## src/rtl/dcj_pkg.sv

```systemverilog
package dcj_pkg;

    typedef enum logic [2:0] {
        ST_RESET,
        ST_RST_RTI,
        ST_IDLE,
        ST_HEAD,
        ST_SHIFT,
        ST_UPDATE,
        ST_TAIL
    } state_t;

    typedef enum logic [2:0] {
        SEG_SELIR,
        SEG_SELDR,
        SEG_TSTIR,
        SEG_WRDR,
        SEG_RDADR,
        SEG_RDDDR
    } seg_t;

endpackage

```

## src/rtl/dcj_tck_gen.sv

```systemverilog
module dcj_tck_gen #(
    parameter int DIV_W = 8
) (
    input  logic             clk,
    input  logic             rst_n,
    input  logic             run,
    input  logic [DIV_W-1:0] half_m1,
    output logic             tck,
    output logic             rise,
    output logic             fall
);
    logic [DIV_W-1:0] cnt_q;
    logic             tck_q;
    logic             wrap;

    assign wrap = run && (cnt_q >= half_m1);
    assign rise = wrap && !tck_q;
    assign fall = wrap && tck_q;
    assign tck  = tck_q;

    always_ff @(posedge clk or negedge rst_n) begin
        if (!rst_n) begin
            cnt_q <= '0;
            tck_q <= 1'b0;
        end else if (!run) begin
            cnt_q <= '0;
            tck_q <= 1'b0;
        end else if (wrap) begin
            cnt_q <= '0;
            tck_q <= !tck_q;
        end else begin
            cnt_q <= cnt_q + 1'b1;
        end
    end
endmodule

```

## src/rtl/dcj_capture.sv

```systemverilog
module dcj_capture #(
    parameter int W = 32
) (
    input  logic         clk,
    input  logic         rst_n,
    input  logic         en,
    input  logic         bit_in,
    output logic [W-1:0] word
);
    always_ff @(posedge clk or negedge rst_n) begin
        if (!rst_n) begin
            word <= '0;
        end else if (en) begin
            word <= {bit_in, word[W-1:1]};
        end
    end
endmodule

```

## src/rtl/dcj_seq.sv

```systemverilog
module dcj_seq
    import dcj_pkg::*;
#(
    parameter int          ADDR_W    = 5,
    parameter int          DATA_W    = 32,
    parameter int          IR_W      = 4,
    parameter int          CHAIN_W   = 4,
    parameter int          RST_LEN   = 5,
    parameter logic [3:0]  IR_SELECT = 4'b0010,
    parameter logic [3:0]  IR_TEST   = 4'b1100,
    parameter logic [3:0]  CHAIN_ID  = 4'd2
) (
    input  logic              clk,
    input  logic              rst_n,
    input  logic              rise,
    input  logic              fall,
    input  logic              req_valid,
    input  logic              req_write,
    input  logic [ADDR_W-1:0] req_addr,
    input  logic [DATA_W-1:0] req_wdata,
    input  logic [DATA_W-1:0] cap_word,
    output logic              run,
    output logic              cap_en,
    output logic              req_ready,
    output logic              done,
    output logic [DATA_W-1:0] rdata,
    output logic              tms,
    output logic              tdi
);
    localparam int WR_LEN = DATA_W + ADDR_W + 1;
    localparam int RA_LEN = ADDR_W + 1;
    localparam int CNT_W  = $clog2(WR_LEN + 1);

    state_t              state_q, state_d;
    seg_t                seg_q, seg_d;
    logic [CNT_W-1:0]    cnt_q, cnt_d;
    logic                wr_q, wr_d;
    logic [ADDR_W-1:0]   addr_q, addr_d;
    logic [DATA_W-1:0]   wdata_q, wdata_d;
    logic                cached_q, cached_d;
    logic                done_d;
    logic [DATA_W-1:0]   rdata_d;
    logic [CNT_W-1:0]    seg_last;
    logic [CNT_W-1:0]    head_last;
    logic                seg_ir;
    logic [WR_LEN-1:0]   payload;

    always_comb begin
        seg_ir  = 1'b0;
        payload = '0;
        unique case (seg_q)
            SEG_SELIR: begin seg_ir = 1'b1; seg_last = CNT_W'(IR_W - 1);    payload[IR_W-1:0]    = IR_SELECT; end
            SEG_SELDR: begin                seg_last = CNT_W'(CHAIN_W - 1); payload[CHAIN_W-1:0] = CHAIN_ID;  end
            SEG_TSTIR: begin seg_ir = 1'b1; seg_last = CNT_W'(IR_W - 1);    payload[IR_W-1:0]    = IR_TEST;   end
            SEG_WRDR:  begin                seg_last = CNT_W'(WR_LEN - 1);  payload = {1'b1, addr_q, wdata_q}; end
            SEG_RDADR: begin                seg_last = CNT_W'(RA_LEN - 1);  payload[RA_LEN-1:0] = {1'b0, addr_q}; end
            default:   begin                seg_last = CNT_W'(DATA_W - 1); end
        endcase
        head_last = seg_ir ? CNT_W'(3) : CNT_W'(2);
    end

    // next-state and datapath load
    always_comb begin
        state_d  = state_q;
        seg_d    = seg_q;
        cnt_d    = cnt_q;
        wr_d     = wr_q;
        addr_d   = addr_q;
        wdata_d  = wdata_q;
        cached_d = cached_q;
        done_d   = 1'b0;
        rdata_d  = rdata;
        unique case (state_q)
            ST_RESET: if (fall) begin
                if (cnt_q == CNT_W'(RST_LEN - 1)) begin
                    state_d = ST_RST_RTI;
                    cnt_d   = '0;
                end else begin
                    cnt_d = cnt_q + 1'b1;
                end
            end
            ST_RST_RTI: if (fall) state_d = ST_IDLE;
            ST_IDLE: if (req_valid) begin
                wr_d    = req_write;
                addr_d  = req_addr;
                wdata_d = req_wdata;
                seg_d   = cached_q ? SEG_TSTIR : SEG_SELIR;
                state_d = ST_HEAD;
                cnt_d   = '0;
            end
            ST_HEAD: if (fall) begin
                if (cnt_q == head_last) begin
                    state_d = ST_SHIFT;
                    cnt_d   = '0;
                end else begin
                    cnt_d = cnt_q + 1'b1;
                end
            end
            ST_SHIFT: if (fall) begin
                if (cnt_q == seg_last) state_d = ST_UPDATE;
                else                   cnt_d   = cnt_q + 1'b1;
            end
            ST_UPDATE: if (fall) begin
                cnt_d = '0;
                unique case (seg_q)
                    SEG_SELIR: begin seg_d = SEG_SELDR; state_d = ST_HEAD; end
                    SEG_SELDR: begin seg_d = SEG_TSTIR; state_d = ST_HEAD; cached_d = 1'b1; end
                    SEG_TSTIR: begin seg_d = wr_q ? SEG_WRDR : SEG_RDADR; state_d = ST_HEAD; end
                    default:   state_d = ST_TAIL;
                endcase
            end
            ST_TAIL: if (fall) begin
                cnt_d = '0;
                if (seg_q == SEG_RDADR) begin
                    seg_d   = SEG_RDDDR;
                    state_d = ST_HEAD;
                end else begin
                    state_d = ST_IDLE;
                    done_d  = 1'b1;
                    if (seg_q == SEG_RDDDR) rdata_d = cap_word;
                end
            end
            default: state_d = ST_RESET;
        endcase
    end

    // state register
    always_ff @(posedge clk or negedge rst_n) begin
        if (!rst_n) begin
            state_q  <= ST_RESET;
            seg_q    <= SEG_SELIR;
            cnt_q    <= '0;
            wr_q     <= 1'b0;
            addr_q   <= '0;
            wdata_q  <= '0;
            cached_q <= 1'b0;
            done     <= 1'b0;
            rdata    <= '0;
        end else begin
            state_q  <= state_d;
            seg_q    <= seg_d;
            cnt_q    <= cnt_d;
            wr_q     <= wr_d;
            addr_q   <= addr_d;
            wdata_q  <= wdata_d;
            cached_q <= cached_d;
            done     <= done_d;
            rdata    <= rdata_d;
        end
    end

    // pin outputs
    always_comb begin
        tdi = 1'b0;
        unique case (state_q)
            ST_RESET:   tms = 1'b1;
            ST_RST_RTI: tms = 1'b0;
            ST_IDLE:    tms = 1'b1;
            ST_HEAD:    tms = seg_ir ? (cnt_q < CNT_W'(2)) : (cnt_q == '0);
            ST_SHIFT: begin
                tms = (cnt_q == seg_last);
                tdi = payload[cnt_q];
            end
            ST_UPDATE:  tms = 1'b1;
            ST_TAIL:    tms = 1'b0;
            default:    tms = 1'b1;
        endcase
    end

    assign run       = (state_q != ST_IDLE);
    assign req_ready = (state_q == ST_IDLE);
    assign cap_en    = rise && (state_q == ST_SHIFT) && (seg_q == SEG_RDDDR);
endmodule

```

## src/rtl/dbg_chain_jtag_master.sv

```systemverilog
module dbg_chain_jtag_master #(
    parameter int DIV_W  = 8,
    parameter int ADDR_W = 5,
    parameter int DATA_W = 32
) (
    input  logic              clk,
    input  logic              rst_n,
    input  logic [DIV_W-1:0]  tck_half_m1,
    input  logic              req_valid,
    output logic              req_ready,
    input  logic              req_write,
    input  logic [ADDR_W-1:0] req_addr,
    input  logic [DATA_W-1:0] req_wdata,
    output logic              done,
    output logic [DATA_W-1:0] rdata,
    output logic              tck,
    output logic              tms,
    output logic              tdi,
    input  logic              tdo
);
    logic              run;
    logic              rise;
    logic              fall;
    logic              cap_en;
    logic [DATA_W-1:0] cap_word;

    dcj_tck_gen #(.DIV_W(DIV_W)) u_tck (
        .clk(clk), .rst_n(rst_n), .run(run), .half_m1(tck_half_m1),
        .tck(tck), .rise(rise), .fall(fall)
    );

    dcj_capture #(.W(DATA_W)) u_cap (
        .clk(clk), .rst_n(rst_n), .en(cap_en), .bit_in(tdo), .word(cap_word)
    );

    dcj_seq #(.ADDR_W(ADDR_W), .DATA_W(DATA_W)) u_seq (
        .clk(clk), .rst_n(rst_n), .rise(rise), .fall(fall),
        .req_valid(req_valid), .req_write(req_write), .req_addr(req_addr),
        .req_wdata(req_wdata), .cap_word(cap_word), .run(run), .cap_en(cap_en),
        .req_ready(req_ready), .done(done), .rdata(rdata), .tms(tms), .tdi(tdi)
    );
endmodule

```

## config.mk

```make
export PLATFORM = sky130hd
export DESIGN_NAME = dbg_chain_jtag_master
export DESIGN_NICKNAME = d
export VERILOG_FILES = /design/src/rtl/dcj_pkg.sv /design/src/rtl/dcj_tck_gen.sv /design/src/rtl/dcj_capture.sv /design/src/rtl/dcj_seq.sv /design/src/rtl/dbg_chain_jtag_master.sv
export SDC_FILE = /design/constraint.sdc
export NUM_CORES = 1
export LEC_CHECK = 0
export BUFFER_PORTS_ARGS = -buffer_cell sky130_fd_sc_hd__buf_2
export CAP_MARGIN = 15
export CORE_ASPECT_RATIO = 0.6
export CORE_MARGIN = 2
export CORE_UTILIZATION = 40
export CTS_BUF_LIST = sky130_fd_sc_hd__clkbuf_8 sky130_fd_sc_hd__clkbuf_16
export CTS_CLUSTER_DIAMETER = 60
export DETAILED_ROUTE_END_ITERATION = 10
export SETUP_SLACK_MARGIN = 0.3
export SYNTH_ARGS = -nofsm -noshare
export SYNTH_HDL_FRONTEND = slang
export SYNTH_SLANG_ARGS = --single-unit
```

## constraint.sdc

```tcl
create_clock -name clk -period 3.4 [get_ports clk]
set_input_delay 0.17 -clock clk [delete_from_list [all_inputs] [get_ports clk]]
set_output_delay 0.17 -clock clk [all_outputs]
set_load 0.005 [all_outputs]
```

### Word-level counts from Yosys, hierarchy flattened

Index checks and enable logic that the tools add are counted.

* bits in read-only memories: 0
* flip-flop bits (word level): 125
* memories kept: 0
* RAM bits: 0
* bits of input ports: 50
* bits in latches: 0

* div/mod/pow operators: 0
* order comparisons: 3
* bitwise gates (word level): 1
* shift-type cells: 0
* add/subtract/negate cells: 2
* mux-type cells: 48
* equality and inequality tests: 30
* reductions and logical operators: 22
* $mul: 0

Operators with widths (count)
* 2-to-1 mux 3 bit: 16
* 2-to-1 mux 6 bit: 8
* 2-to-1 mux 32 bit: 1
* one-hot mux 6 bit (5 select lines): 1
* one-hot mux 3 bit (7 select lines): 1
* inequality test 2 bit, second input constant: 9
* one-hot mux 3 bit (3 select lines): 2
* one-hot mux 6 bit (3 select lines): 1
* 2-to-1 mux 8 bit: 2
* one-hot mux 4 bit (4 select lines): 1
* == test 3 bit, second input constant: 5
* == test 3 x 2 -> 1 bit, second input constant: 4
* == test 6 bit: 2
* 2-to-1 mux 1 bit: 11
* inequality test 2 x 1 -> 1 bit, second input constant: 5
* AND reduction 10 bit: 1
* adder 8 x 1 -> 8 bit, second input constant: 1
* >= comparator 8 bit: 1
* OR reduction 2 bit: 4
* less-than comparator 6 x 7 -> 1 bit, second input constant: 1
* AND reduction 7 bit: 1
* adder 6 x 1 -> 6 bit, second input constant: 1
* binary-select mux 1 bit (select 6 bit): 1
* == test 3 x 1 -> 1 bit, second input constant: 2
* 19 further kinds: 24

### Depth between registers and ports, before layout

Gate-level depths: netlist (run 1).

* depth after elaboration: 8
* depth in mapped cells: 10
* mapped depth without buffers: 8

### Modules after synthesis

A second synthesis (run 1) with hierarchy kept.

* cells, all modules: 486
* area, all modules: 6328.6 µm²

By module, submodules not included
* dcj_seq: cells an instance 349, instances 1, area each 4300.4 µm²
* dcj_capture: cells an instance 68, instances 1, area each 1345.0 µm²
* dcj_tck_gen: cells an instance 69, instances 1, area each 683.2 µm²

### Least setup slack after synthesis (run 1)

OpenSTA, ideal clock, no wires.

* kind: reg2reg
* start: reg u_tck.cnt_q[0]
* end: reg u_cap.word[0]
* path slack: 0.998 ns
* required time: 3.275 ns
* stages on the path, launching flop included: 11
* data arrival time: 2.277 ns
* cells stage by stage: dfrtp_1 > inv_1 > ha_1 > nand2b_1 > a2111oi_2 > nor3_2 > nor2_1 > or4b_4 > buf_6 > buf_12 > mux2_4

* longest elaborated chain between the ends: 5

RTL lines
* start, declared: RTL line dcj_tck_gen.sv:12 `logic [DIV_W-1:0] cnt_q;`
* start signal, assigned: RTL line dcj_tck_gen.sv:32 `cnt_q <= cnt_q + 1'b1;`
* >= comparator 8 bit: RTL line dcj_tck_gen.sv:16 `assign wrap = run && (cnt_q >= half_m1);`
* logical AND 1 bit: RTL line dcj_tck_gen.sv:16
* logical AND 1 bit: RTL line dcj_tck_gen.sv:17 `assign rise = wrap && !tck_q;`
* logical AND 1 bit (2 in a row): RTL line dcj_seq.sv:172 `assign cap_en = rise && (state_q == ST_SHIFT) && (seg_q == SEG_RDDDR);`
* end signal, assigned: RTL line dcj_capture.sv:14 `word <= {bit_in, word[W-1:1]};`
* end, declared: RTL line dcj_capture.sv:8 `output logic [W-1:0] word`

Every way passes these cells.
A chain may end at the register's enable or synchronous reset.

### Final worst setup path (run 1)

* start: reg u_seq.cnt_q[0]
* end: out tdi

* longest elaborated chain between the ends: 3

RTL lines
* start, declared: RTL line dcj_seq.sv:36 `logic [CNT_W-1:0] cnt_q, cnt_d;`
* start signal, assigned: RTL line dcj_seq.sv:142 `cnt_q <= cnt_d;`
* binary-select mux 1 bit (select 6 bit): RTL line dcj_seq.sv:162 `tdi = payload[cnt_q];`
* 2-to-1 mux 1 bit (not written as such): RTL line dcj_seq.sv:162
* 2-to-1 mux 1 bit: RTL line dcj_seq.sv:155 `unique case (state_q)`
* end, declared: RTL line dbg_chain_jtag_master.sv:18 `output logic tdi,`

Every way passes these cells. The select of a mux whose other input is x is not followed.

==> results.md, run 1 <==
* Yosys reg bits at 125
* Outcome: completed
* Final setup violating endpoints at 0
* Top cells by count, synth: 125 x dfrtp_1, 71 x mux2_2, 30 x mux2_4
* Largest family of logic cells by synthesized area: multiplexers
* CP bufs+invs at 2
* Final hold violations at 0
* Antenna Violating Nets Remaining at 0
* CTS root buffer: clkbuf_16
* Post-synth ARST share at 1.00
* Via count at 4396
* Ys flop type: dfrtp_1
* Critical path's top delay family: multiplexers
* Sink Count at 125
* Share of layout cells above drive strength 1 at 0.399
* Synth top area share at 0.503
* TritonCTS Buffers at 17
* Critical Path Source Type: register
* Cell Rows at 35
* Starting Density at 0.407
* Post-synthesis xor/xnor area fraction at 0.00845
* Final Cycle Share at 0.844
* TNS Setup at 0 ns
* Crit end category: output pin
* Synth Warn # at 0
* Total chip power at 4980 uW
* Crit path cell chain: buf_4 -> mux4_2 -> mux4_2 -> a31oi_1 -> a21oi_1 -> buf_2
* First-pass GRT wire length at 23700 um
* I/O pins at 87
* Die Height at 101 um
* Mapped Cells at 498
* Largest fanout on the critical path at 10
* Drt first pass iters at 6
* Worst endpoint required time at 3.23 ns
* CTS Buffer Depth at 2
* Antenna diodes at 0
* Post-DP HPWL at 9710 um
* Die W at 165 um
* Gr ovfl total at 0
* Hold Path Class: in -> reg
* Core outline area at 0.0153 mm2
* H-tree lvl count at 4
* Max Freq at 0.349 GHz
* Post-synth cell types at 63
* Detailed-route wire length per cell at 16.8 um
* EDFF count, synth at 0
* Power Dens Cells at 643 mW/mm2
* Synthesized-area fraction occupied by adder cells at 0.0221
* Seq/Total Area, Yosys at 0.503
* Initial antenna violation count at 0
* Post-synthesis average cell area at 12.5 um2
* Mapped cell area at 0.00622 mm2
* Complex-gate fraction of the synthesized area at 0.0922
* Fin Clk Skew at 0.0107 ns
* Post-layout min period at 2.87 ns
* WP data arrival at 2.70 ns
* CTS clk-pin slew, worst paths at 0.06 ns
* Post-Synthesis Net Count at 559
* Worst skew pair latency at 0.42 ns
* TritonCTS clock tree: done
* Post-layout nets at 675
* Max-Cap Viols at 0
* Top post-synthesis cells by area: dfrtp_1 50%, mux2_2 13%, mux2_4 7.2%, mux4_2 2.9%, ha_1 2.2%
* Die outline area at 0.0166 mm2
* Slew @ Worst Pin at 0.876 ns
* Iter 0 DRT Violations at 285
* Setup Fix Bufs, Post-CTS at 0
* Crit path max-delay cell type: dfrtp_1
* All-layer global routing usage at 0.185
* Vias in the first global route at 4507
* Vias/cell at 5.30
* RSZ-0062 raised after global routing: no
* Largest net degree at the start of global routing at 71
* Critical Path Max Stage Delay at 0.59 ns
* Critical Setup Path Class: reg -> out
* Max IR drop VDD at 0.381 mV
* Total length of routed wires at 13900 um
* PortBufs at 86
* Residual DRC at 0
* Top-count cell post-synth: dfrtp_1
* RD Place Congestion at 0.816
* Cell taking the most area after synthesis: dfrtp_1
* Most frequent CP cell: mux4_2
* Leak at 0.00390 uW
* Worst rel slew slack at 0.416
* Mux cell area share after synthesis at 0.243
* Final hold slack at 0.0130 ns
* Layout Area Growth over Synthesis at 24.5%
* Pins Over Slew Limit at 0
* Post-synthesis simple-gate area fraction at 0.0868
* Fill cells at 1320
==> per-layer routing <==
layer / vias to the layer above / routed length, um / global-route usage
met3: 16 / 779 / 0.0477
met2: 131 / 5880 / 0.265
met4: 0 / 137 / 0.0448
li1: 2046 / - / -
met1: 2203 / 7130 / 0.279
met5: - / 0 / 0
==> per-stage QoR <==
stage / area (um2) / cells / utilization / worst slack [ns]
after floorplan: 6220 / 498 / - / 0.998
after detailed placement: 6810 / 763 / 0.446 / 0.582
after global routing: 7740 / 830 / 0.506 / 0.328
after global placement: 6810 / 763 / 0.446 / 0.671
final: 7740 / 830 / 0.506 / 0.531
after CTS: 7730 / 830 / 0.506 / 0.424
==> worst paths after layout <==
check	startpoint	endpoint	slack, ns	depth (start not counted)
worst max-delay path	u_seq.cnt_q[0]	tdi	0.53	6
worst min-delay path	req_wdata[19]	u_seq.wdata_q[19]	0.01	2
worst max register to register	u_tck.cnt_q[0]	u_cap.word[26]	0.54	9
worst min register to register	u_seq.rdata[19]	u_seq.rdata[19]	0.49	1
max in group asynchronous	rst_n	u_seq.state_q[1]	2.19	3
min in group asynchronous	rst_n	u_seq.wdata_q[11]	0.41	2
==> timing repair <==
action | CTS | global route
endpoints found under the setup margin | 0 | 1
resized for setup | 0 | 1
endpoints found under the hold margin | 103 | 0
hold buffers | 35 | 0
==> area by class of cell <==
cell class / count / area [um2] / share of cell area
flip-flops and latches: 125 / 3130 / 0.404
clock inverters: 15 / 145 / 0.0188
clock buffers: 17 / 425 / 0.0550
repair buffers: 129 / 881 / 0.114
multi-input cells: 321 / 2830 / 0.366
well taps: 203 / 254 / 0.0328
inverters: 20 / 75.1 / 0.00970
==> cells by family (layout without fill, tap and decap cells) <==
group,Yosys count,after routing
AOI/OAI and AO/OA,85,85
buffers and inverters,52,181
xor gates and xnor gates,6,6
muxes,117,117
and+or+nand+nor,102,102
adders and majority gates,11,11
DFF,125,125
==> flip-flops by register name, summed over array words and instances (netlist names) <==
name / count
u_tck.cnt_q: 8
u_seq.rdata: 32
u_seq.cnt_q: 6
u_seq.done: 1
u_tck.tck: 1
u_seq.state_q: 3
u_seq.addr_q: 5
u_seq.cached_q: 1
u_seq.seg_q: 3
u_cap.word: 32
u_seq.wr_q: 1
u_seq.wdata_q: 32
==> power by group <==
group	internal (uW)	leakage, uW	switching (uW)
Combinational	589	0.00192	671
Sequential	1680	0.00171	288
Clock	970	0.000265	776
==> cell usage in the layout (no fill, tap or decap), types with 3 or more instances in the layout <==
| cell type | count |
|---|---|
| mux2_4 | 30 |
| o21ai_0 | 16 |
| nand2_1 | 27 |
| xor2_1 | 5 |
| dfrtp_1 | 125 |
| buf_2 | 85 |
| nor2_1 | 18 |
| a41oi_1 | 3 |
| clkbuf_16 | 17 |
| o21a_1 | 4 |
| nand4_1 | 3 |
| ha_1 | 11 |
| dlygate4sd3_1 | 35 |
| clkinvlp_4 | 5 |
| o211ai_1 | 6 |
| o31ai_1 | 3 |
| and3_1 | 4 |
| nor2b_1 | 4 |
| nand3_1 | 15 |
| mux2i_1 | 6 |
| inv_6 | 4 |
| buf_4 | 6 |
| buf_12 | 3 |
| nor3b_1 | 3 |
| a31oi_1 | 7 |
| nand2b_1 | 8 |
| a21oi_1 | 21 |
| a211oi_1 | 5 |
| mux4_2 | 8 |
| inv_1 | 18 |
| and2_1 | 3 |
| inv_8 | 5 |
| mux2_2 | 71 |
Power figures use the tool's default switching activity.
==> run 2: changes to the inputs <==
- clock period: 3.4 -> 2.5 ns (I/O delays scaled with it)
==> results.md, run 2 (same netlist as run 1, synthesis figures left out) <==
* CTS clk-pin slew, worst paths at 0.06 ns (about the same)
* Residual DRC at 0 (unchanged)
* Cell Rows at 35 (unchanged)
* I/O pins at 87 (unchanged)
* Post-layout nets at 739 (+9.5%)
* Iter 0 DRT Violations at 299 (+4.9%)
* Power Dens Cells at 881 mW/mm2 (+37%)
* Leak at 0.00439 uW (+13%)
* Largest fanout on the critical path at 5 (-5)
* Final setup violating endpoints at 0 (unchanged)
* Fin Clk Skew at 0.00995 ns (-0.000789 ns)
* Most frequent cells in the layout: 119 x dfrtp_1, 85 x buf_2, 63 x mux2_4
* Antenna diodes at 0 (unchanged)
* CTS Buffer Depth at 2 (unchanged)
* CTS root buffer: clkbuf_16
* Biggest regs: u_cap.word x32, u_seq.rdata x32, u_seq.wdata_q x32
* TritonCTS Buffers at 17 (unchanged)
* First-pass GRT wire length at 25800 um (+8.8%)
* RD Place Congestion at 0.868 (+6.3%)
* Final hold violations at 0 (unchanged)
* Placed inst area at 0.00702 mm2 (+3.1%)
* Detailed-route wire length per cell at 17.8 um (+5.8%)
* Initial antenna violation count at 0 (unchanged)
* Max Freq at 0.404 GHz
* Die W at 165 um (unchanged)
* TritonCTS clock tree: done
* H-tree lvl count at 4 (unchanged)
* Commonest non-fill, non-tap cell in the layout: dfrtp_1
* Gr ovfl total at 0 (unchanged)
* Vias in the first global route at 4845 (+7.5%)
* Post-Layout Cell Count at 893 (+7.6%)
* WP data arrival at 2.78 ns (+0.08 ns)
* Critical Path Source Type: register
* Max IR drop VDD at 0.467 mV (+22%)
* Max-Cap Viols at 0 (unchanged)
* Slew @ Worst Pin at 0.720 ns (-0.156 ns)
* Antenna Violating Nets Remaining at 0 (unchanged)
* Drt first pass iters at 4 (-2)
* Hold Path Cell Cnt at 4 (+2)
* Starting Density at 0.407 (unchanged)
* Via count at 4676 (+6.4%)
* Share of layout cells above drive strength 1 at 0.509 (+0.110)
* RSZ-0062 raised after global routing: yes
* Post-DP HPWL at 9930 um (+2.2%)
* Layout Area Growth over Synthesis at 44.0%
* Hold Path Class: in -> reg
* Total length of routed wires at 15900 um (+14%)
* Fin area at 0.00895 mm2 (+16%)
* Layout Utilization at 0.586 (+0.0797)
* Vias/cell at 5.24 (-1.1%)
* All-layer global routing usage at 0.202 (+0.0174)
* Worst endpoint required time at 2.80 ns (-0.43 ns)
* Largest net degree at the start of global routing at 62 (-13%)
* Sink Count at 125 (unchanged)
* Worst rel slew slack at 0.520 (+0.104)
* Crit end category: register
* Die Height at 101 um (unchanged)
* Final Cycle Share at 0.990
* PortBufs at 86 (unchanged)
* Pins Over Slew Limit at 0 (unchanged)
* Die outline area at 0.0166 mm2 (unchanged)
* Core outline area at 0.0153 mm2 (unchanged)
* Critical Setup Path Class: reg -> reg
* Worst skew pair latency at 0.42 ns (about the same)
* Reg2reg path depth at 9 (unchanged)
* Post-layout min period at 2.47 ns
* Placed Cells at 785 (+2.9%)
* Outcome: completed
==> run 2: area by class of cell <==
cell class	instances	area, um2
clock buffer	17	425
clock inverter	14	193
fill	1244	6330
inverter	20	75.1
multi-input combinational	321	3290
sequential	125	3140
tap	203	254
timing repair buffer	193	1580
==> run 2: where the power goes <==
group / internal (uW) / switching, uW
Clock: 1670 / 936
Sequential: 2300 / 285
Combinational: 1320 / 1380
==> run 2: final timing paths <==
check                                       start                end  slack (ns)
worst max-delay path               u_tck.cnt_q[3]      u_cap.word[9]        0.03
worst min-delay path                    req_valid     u_seq.cnt_q[0]        0.25
worst max register to register     u_tck.cnt_q[3]      u_cap.word[9]        0.03
worst min register to register  u_seq.wdata_q[30]  u_seq.wdata_q[30]        0.50
max in group asynchronous                   rst_n    u_seq.rdata[28]        1.41
min in group asynchronous                   rst_n   u_seq.wdata_q[7]        0.28
==> run 2: repair_timing <==
action | in CTS | in global routing
pin swaps | 18 | 25
gates resized for setup | 54 | 64
setup buffers | 23 | 9
endpoints found under the hold margin | 91 | 0
cloned | 5 | 0
hold buffers | 40 | 0
endpoints found under the setup margin | 73 | 79
==> run 2: per-stage QoR <==
| stage | hold WS (ns) | TNS, ns | power (uW) | setup slack, ns |
|---|---|---|---|---|
| floorplan | -0.171 | 0 | 3920 | 0.207 |
| global placement | 0.224 | 0 | 4530 | 0.147 |
| detailed placement | 0.227 | 0 | 4590 | 0.0942 |
| CTS | 0.196 | 0 | 7620 | 0.0146 |
| global route | 0.251 | -0.310 | 8330 | -0.0634 |
| finish | 0.248 | 0 | 7890 | 0.0251 |
==> run 2: worst max-delay path, cell delays in order (launching register included) <==
cell and delay, ns:
dfrtp_1 0.41, ha_4 0.28, o21a_4 0.12, nor2_2 0.04, nor3_4 0.21, nor2_2 0.07
or4b_4 0.61, buf_4 0.19, buf_16 0.13, mux2_4 0.28
==> run 2: per-layer routing <==
metal	wire length [um]	global-route usage	vias up
met2	7110	0.294	125
met3	748	0.0490	10
li1	-	-	2172
met5	0	0	-
met4	85	0.0548	0
met1	7910	0.302	2369
